`src/rtl/sync_merge_pkg.sv`:
```
package sync_merge_pkg;
  typedef enum logic [1:0] {
    K_FS   = 2'b00,
    K_FE   = 2'b01,
    K_LINE = 2'b10
  } kind_e;

  typedef enum logic [2:0] {
    S_WAIT,
    S_FS,
    S_ROUND,
    S_LINE,
    S_FE
  } st_e;
endpackage

```
`src/rtl/sync_merge_pick.sv`:
```
// Lowest set bit of mask above cur (or from bit 0 when start_i).
module sync_merge_pick #(
  parameter int N  = 4,
  parameter int IW = 2
) (
  input  logic [N-1:0]  mask_i,
  input  logic [IW-1:0] cur_i,
  input  logic          start_i,
  output logic [IW-1:0] idx_o,
  output logic          vld_o
);
  always_comb begin
    idx_o = '0;
    vld_o = 1'b0;
    for (int i = N - 1; i >= 0; i--) begin
      if (mask_i[i] && (start_i || i > int'(cur_i))) begin
        idx_o = IW'(i);
        vld_o = 1'b1;
      end
    end
  end
endmodule

```
`src/rtl/sync_merge_ctrl.sv`:
```
module sync_merge_ctrl import sync_merge_pkg::*; #(
  parameter int N  = 4,
  parameter int IW = 2
) (
  input  logic          clk_i,
  input  logic          rst_ni,
  input  logic          mode_i,
  input  logic [N-1:0]  port_en_i,
  input  logic [N-1:0]  head_vld_i,
  input  logic [N-1:0]  head_fs_i,
  input  logic [N-1:0]  head_fe_i,
  input  logic [N-1:0]  head_line_i,
  input  logic          beat_done_i,
  output logic [IW-1:0] cur_o,
  output logic          act_o,
  output logic          fwd_o,
  output logic          mode_o
);
  st_e           st_q, st_d;
  logic [IW-1:0] cur_q, cur_d, lead_q, lead_d;
  logic [N-1:0]  mask_q, mask_d, rnd_q, rnd_d;
  logic          mode_q, mode_d;

  logic [N-1:0]  lines, sel_mask, new_mask;
  logic          all_fs, all_vld, all_fe;
  logic [IW-1:0] nx_idx, pf_idx;
  logic          nx_vld, pf_vld;

  assign all_fs   = &(~port_en_i | (head_vld_i & head_fs_i));
  assign all_vld  = &(~mask_q | head_vld_i);
  assign all_fe   = &(~mask_q | (head_vld_i & head_fe_i));
  assign lines    = mask_q & head_vld_i & head_line_i;
  assign sel_mask = (st_q == S_LINE) ? rnd_q : mask_q;
  assign new_mask = (st_q == S_WAIT) ? port_en_i : lines;

  sync_merge_pick #(.N(N), .IW(IW)) u_step (
    .mask_i (sel_mask),
    .cur_i  (cur_q),
    .start_i(1'b0),
    .idx_o  (nx_idx),
    .vld_o  (nx_vld)
  );

  sync_merge_pick #(.N(N), .IW(IW)) u_first (
    .mask_i (new_mask),
    .cur_i  ('0),
    .start_i(1'b1),
    .idx_o  (pf_idx),
    .vld_o  (pf_vld)
  );

  always_comb begin
    st_d   = st_q;
    cur_d  = cur_q;
    lead_d = lead_q;
    mask_d = mask_q;
    rnd_d  = rnd_q;
    mode_d = mode_q;
    unique case (st_q)
      S_WAIT: begin
        if (all_fs && pf_vld) begin
          st_d   = S_FS;
          cur_d  = pf_idx;
          lead_d = pf_idx;
          mask_d = port_en_i;
          mode_d = mode_i;
        end
      end
      S_FS, S_LINE, S_FE: begin
        if (beat_done_i) begin
          if (nx_vld) cur_d = nx_idx;
          else        st_d  = (st_q == S_FE) ? S_WAIT : S_ROUND;
        end
      end
      S_ROUND: begin
        // ports already at frame end sit out while others still have lines
        if (all_vld) begin
          if (|lines) begin
            st_d  = S_LINE;
            rnd_d = lines;
            cur_d = pf_idx;
          end else if (all_fe) begin
            st_d  = S_FE;
            cur_d = lead_q;
          end
        end
      end
      default: st_d = S_WAIT;
    endcase
  end

  always_ff @(posedge clk_i or negedge rst_ni) begin
    if (!rst_ni) begin
      st_q   <= S_WAIT;
      cur_q  <= '0;
      lead_q <= '0;
      mask_q <= '0;
      rnd_q  <= '0;
      mode_q <= 1'b0;
    end else begin
      st_q   <= st_d;
      cur_q  <= cur_d;
      lead_q <= lead_d;
      mask_q <= mask_d;
      rnd_q  <= rnd_d;
      mode_q <= mode_d;
    end
  end

  assign act_o  = (st_q == S_FS) || (st_q == S_LINE) || (st_q == S_FE);
  assign fwd_o  = !(mode_q && (st_q != S_LINE) && (cur_q != lead_q));
  assign cur_o  = cur_q;
  assign mode_o = mode_q;
endmodule

```
`src/rtl/sync_merge_route.sv`:
```
module sync_merge_route #(
  parameter int N      = 4,
  parameter int IW     = 2,
  parameter int VC_W   = 2,
  parameter int DATA_W = 32
) (
  input  logic                     act_i,
  input  logic                     fwd_i,
  input  logic [IW-1:0]            cur_i,
  input  logic [N-1:0]             in_valid_i,
  input  logic [N-1:0][1:0]        in_kind_i,
  input  logic [N-1:0][VC_W-1:0]   in_vc_i,
  input  logic [N-1:0][DATA_W-1:0] in_data_i,
  input  logic [N-1:0]             in_last_i,
  input  logic                     out_ready_i,
  output logic [N-1:0]             in_ready_o,
  output logic                     out_valid_o,
  output logic [1:0]               out_kind_o,
  output logic [VC_W-1:0]          out_vc_o,
  output logic [DATA_W-1:0]        out_data_o,
  output logic                     out_last_o,
  output logic                     beat_done_o
);
  logic sel_vld, take;

  assign sel_vld = in_valid_i[cur_i];
  // dropped sync packets drain without downstream backpressure
  assign take    = fwd_i ? out_ready_i : 1'b1;

  for (genvar p = 0; p < N; p++) begin : g_rdy
    assign in_ready_o[p] = act_i && (cur_i == IW'(p)) && take;
  end

  assign out_valid_o = act_i && fwd_i && sel_vld;
  assign out_kind_o  = in_kind_i[cur_i];
  assign out_vc_o    = in_vc_i[cur_i];
  assign out_data_o  = in_data_i[cur_i];
  assign out_last_o  = in_last_i[cur_i];
  assign beat_done_o = act_i && sel_vld && take && in_last_i[cur_i];
endmodule

```
`src/rtl/sync_merge.sv`:
```
module sync_merge import sync_merge_pkg::*; #(
  parameter int N_PORTS = 4,
  parameter int VC_W    = 2,
  parameter int DATA_W  = 32
) (
  input  logic                           clk_i,
  input  logic                           rst_ni,
  input  logic                           mode_i,
  input  logic [N_PORTS-1:0]             port_en_i,
  input  logic [N_PORTS-1:0]             in_valid_i,
  input  logic [N_PORTS-1:0][1:0]        in_kind_i,
  input  logic [N_PORTS-1:0][VC_W-1:0]   in_vc_i,
  input  logic [N_PORTS-1:0][DATA_W-1:0] in_data_i,
  input  logic [N_PORTS-1:0]             in_last_i,
  output logic [N_PORTS-1:0]             in_ready_o,
  output logic                           out_valid_o,
  output logic [1:0]                     out_kind_o,
  output logic [VC_W-1:0]                out_vc_o,
  output logic [DATA_W-1:0]              out_data_o,
  output logic                           out_last_o,
  input  logic                           out_ready_i
);
  localparam int IW = (N_PORTS > 1) ? $clog2(N_PORTS) : 1;

  logic [N_PORTS-1:0] head_fs, head_fe, head_line;
  logic [IW-1:0]      cur;
  logic               act, fwd, mode_q, beat_done;

  for (genvar p = 0; p < N_PORTS; p++) begin : g_head
    assign head_fs[p]   = in_kind_i[p] == K_FS;
    assign head_fe[p]   = in_kind_i[p] == K_FE;
    assign head_line[p] = in_kind_i[p] == K_LINE;
  end

  sync_merge_ctrl #(.N(N_PORTS), .IW(IW)) u_ctrl (
    .clk_i      (clk_i),
    .rst_ni     (rst_ni),
    .mode_i     (mode_i),
    .port_en_i  (port_en_i),
    .head_vld_i (in_valid_i),
    .head_fs_i  (head_fs),
    .head_fe_i  (head_fe),
    .head_line_i(head_line),
    .beat_done_i(beat_done),
    .cur_o      (cur),
    .act_o      (act),
    .fwd_o      (fwd),
    .mode_o     (mode_q)
  );

  sync_merge_route #(.N(N_PORTS), .IW(IW), .VC_W(VC_W), .DATA_W(DATA_W)) u_route (
    .act_i      (act),
    .fwd_i      (fwd),
    .cur_i      (cur),
    .in_valid_i (in_valid_i),
    .in_kind_i  (in_kind_i),
    .in_vc_i    (in_vc_i),
    .in_data_i  (in_data_i),
    .in_last_i  (in_last_i),
    .out_ready_i(out_ready_i),
    .in_ready_o (in_ready_o),
    .out_valid_o(out_valid_o),
    .out_kind_o (out_kind_o),
    .out_vc_o   (out_vc_o),
    .out_data_o (out_data_o),
    .out_last_o (out_last_o),
    .beat_done_o(beat_done)
  );
endmodule

```
`config.mk`:
```
export PLATFORM = sky130hd
export DESIGN_NAME = sync_merge
export DESIGN_NICKNAME = d
export VERILOG_FILES = /design/src/rtl/sync_merge_pkg.sv /design/src/rtl/sync_merge_pick.sv /design/src/rtl/sync_merge_ctrl.sv /design/src/rtl/sync_merge_route.sv /design/src/rtl/sync_merge.sv
export SDC_FILE = /design/constraint.sdc
export NUM_CORES = 1
export LEC_CHECK = 0
export CAP_MARGIN = 20
export CORE_MARGIN = 3
export CORE_UTILIZATION = 30
export CTS_CLUSTER_DIAMETER = 30
export CTS_CLUSTER_SIZE = 25
export DETAILED_ROUTE_END_ITERATION = 7
export PLACE_DENSITY = 0.81
export SYNTH_ARGS = -nofsm -noshare
export SYNTH_HDL_FRONTEND = slang
export SYNTH_SLANG_ARGS = --single-unit
```
`constraint.sdc`:
```
create_clock -name clk_i -period 3.15 [get_ports clk_i]
set_clock_uncertainty 0.1 [all_clocks]
set_input_delay 0.63 -clock clk_i [delete_from_list [all_inputs] [get_ports clk_i]]
set_output_delay 0.63 -clock clk_i [all_outputs]
set_load 0.02 [all_outputs]
```
==> impl_metrics.tcl <==
set metrics [dict create \
    cts_tree "yes" \
    worst_ep_required_time_ps 2420 \
    synthesis.area_um2 2080 \
    rows 29 \
    drv_cap 0 \
    antenna_found_initial 0 \
    rsz0062_at_grt "false" \
    post_cts_buffers 0 \
    worstSetupPathType "input pin to output port" \
    syn_inst 179 \
    core_region_area_um2 6530 \
    diodes 0 \
    drt_iter0_markers 94 \
    overflow 0 \
    grt_max_degree 51 \
    grt_pass1_wl_um 13300 \
    pin_count 202 \
    slew_headroom_pct 54.5 \
    die_h_um 89.4 \
    p_leak_nw 1.58 \
    synth.top_cells.by_area "mux4_2, dfrtp_1, mux2_2, nand2b_1, nand2_1" \
    io_buffers 201 \
    finalSetupTns_ps 0 \
    ant_nets 0 \
    drt-vias-per-instance 5.43 \
    syn_area_per_cell_um2 11.6 \
    dieArea_um2 7980 \
    crit_path_max_fanout 5 \
    place_ws_ps 20.5 \
    die-width_um 89.4 \
    final_nets 537 \
    post-route-drc-count 0 \
    holdBufCountCts 0 \
    n_fill_cell 530 \
    dr.pass1.iters 4 \
    outcome "finished clean" \
    ir_drop_mv 0.494 \
    tightest_slew_ps 680 \
    final_layout_size_suffix_gt1_share_pct 16.2 \
    cts_buffers 3 \
    vias 2460 \
    dpl_cell_area_um2 4210 \
    synth_warnings 0 \
    yosys_register_bits 15 \
    synth_top_area_cell "mux4_2" \
    initial_utilization_pct 31.9 \
    synth_edf_count 0 \
    place_congestion 0.889 \
    holdWs_ps 417 \
    ctsRootBufferMaster "clkbuf_8" \
    setup_slack_ps 64.1 \
    drv_slew 0 \
    crit_path_end_kind "output port" \
    wire_per_inst_um 20.9 \
    clock_latency_ps 250 \
    final_cell_mix "clkdlybuf4s50_1, mux4_2, dfrtp_1" \
    grt_usage_pct 21.5 \
    post-dp-hpwl_um 8110 \
    clockBufferDepth 2 \
    async_reset_ff_share_pct 100 \
    hold_class "register to register" \
    path_clk_slew_ps 60 \
    hold_viol_final 0 \
    arrival_ps 2360 \
    finalCriticalPeriod_ps 3090 \
    htreeDepth 1 \
    pwr_density_cell_nw_per_um2 601 \
    synth_top_area_share_pct 41.1 \
    fmax_ghz 0.324 \
    area_growth_pct 104 \
    syn_nets 339 \
    final_cell_area_um2 4260 \
    final_common_cell "clkdlybuf4s50_1" \
    setup_viol 0 \
    detail_route.wirelength_um 9480 \
    synthDistinctLibCells 46 \
    cts.repair.resized 0 \
    start_kind "input pin" \
    synth_flop_cell "dfrtp_1" \
    ys_seq_area_share_pct 18.0 \
    cts_sinks 15 \
    grt_pass1_vias 2515 \
    post-route-period-util_pct 98.0 \
]
==> synth_stat cells (2+ instances only) <==
library cell  count
a22oi_1           2
and3_1            2
nor2b_1           3
mux4_2           38
or3b_1            3
nand3b_1          4
o32ai_1           2
a222oi_1          2
clkbuf_1          9
o21ai_0           5
o31ai_1           2
xor2_1            2
mux2_2            9
buf_2             3
nand2_1          10
nand2b_1          8
o211ai_1          4
mux2_1            3
nor3_1            2
nor2_1            7
mux2i_1           3
and4b_1           3
nand4b_1          4
a21oi_1           6
dfrtp_1          15
inv_1             8
==> registers in the layout (all words and copies together) (netlist names) <==
signal and flops:
u_ctrl.cur_o 2, u_ctrl.mask_q 4, u_ctrl.rnd_q 3, u_ctrl.mode_o 1, u_ctrl.lead_q 2, u_ctrl.st_q 3
==> power breakdown <==
| group | leakage [nW] | switching (mW) | internal (mW) |
|---|---|---|---|
| logic | 1.37 | 0.911 | 1.09 |
| registers | 0.190 | 0.121 | 0.271 |
| clock network | 0.0217 | 0.0755 | 0.0890 |
==> metal layers <==
| layer | global-route usage (%) | routed length [um] |
|---|---|---|
| met1 | 24.7 | 3310 |
| met2 | 39.7 | 5050 |
| met3 | 6.73 | 1060 |
| met4 | 3.52 | 66 |
| met5 | 0 | 0 |
==> cell families (layout without fill, tap and decap cells) <==
group                     count (synthesis)  after routing  share of synthesized area [%]
AOI/OAI and AO/OA                        36             36                           12.7
xor gates and xnor gates                  2              2                          0.840
buffers and inverters                    21            218                           3.96
DFF                                      15             15                           18.0
muxes                                    53             53                           49.0
and+or+nand+nor                          52             52                           15.5
==> through the flow <==
step                util, %  power [mW]  instances
finish                 65.2        2.56        453
floorplan                 -        1.62        179
detailed placement     64.4        2.40        449
CTS                    65.1        2.57        453
global placement       64.4        2.37        449
global route           65.2        2.72        453
==> area by class of cell <==
| cell class | count | area (um^2) | area share (%) |
|---|---|---|---|
| repair buffers | 206 | 2070 | 48.8 |
| flip-flops and latches | 15 | 379 | 8.91 |
| inverters | 8 | 30.0 | 0.706 |
| well taps | 77 | 96.3 | 2.26 |
| clock buffers | 3 | 41.3 | 0.970 |
| clock inverters | 1 | 7.51 | 0.176 |
| multi-input cells | 143 | 1630 | 38.2 |
==> worst max-delay path: stages <==
cell,delay [ps]
clkdlybuf4s50_1,490
mux4_2,550
nand2_1,90
nor2_1,40
clkdlybuf4s50_1,560
==> final timing paths <==
| path | start | end | slack, ps | cells past startpoint |
|---|---|---|---|---|
| min in group asynchronous | rst_ni | u_ctrl.cur_o[0] | 690 | 1 |
| max in group asynchronous | rst_ni | u_ctrl.st_q[2] | 1790 | 1 |
| worst min-delay path | u_ctrl.rnd_q[2] | u_ctrl.rnd_q[2] | 420 | 1 |
| worst max-delay path | in_valid_i[3] | out_valid_o | 60 | 5 |
| worst max register to register | u_ctrl.cur_o[0] | u_ctrl.cur_o[0] | 820 | 5 |
| worst min register to register | u_ctrl.rnd_q[2] | u_ctrl.rnd_q[2] | 420 | 1 |
Note: power is estimated with default switching activity, not from simulation.
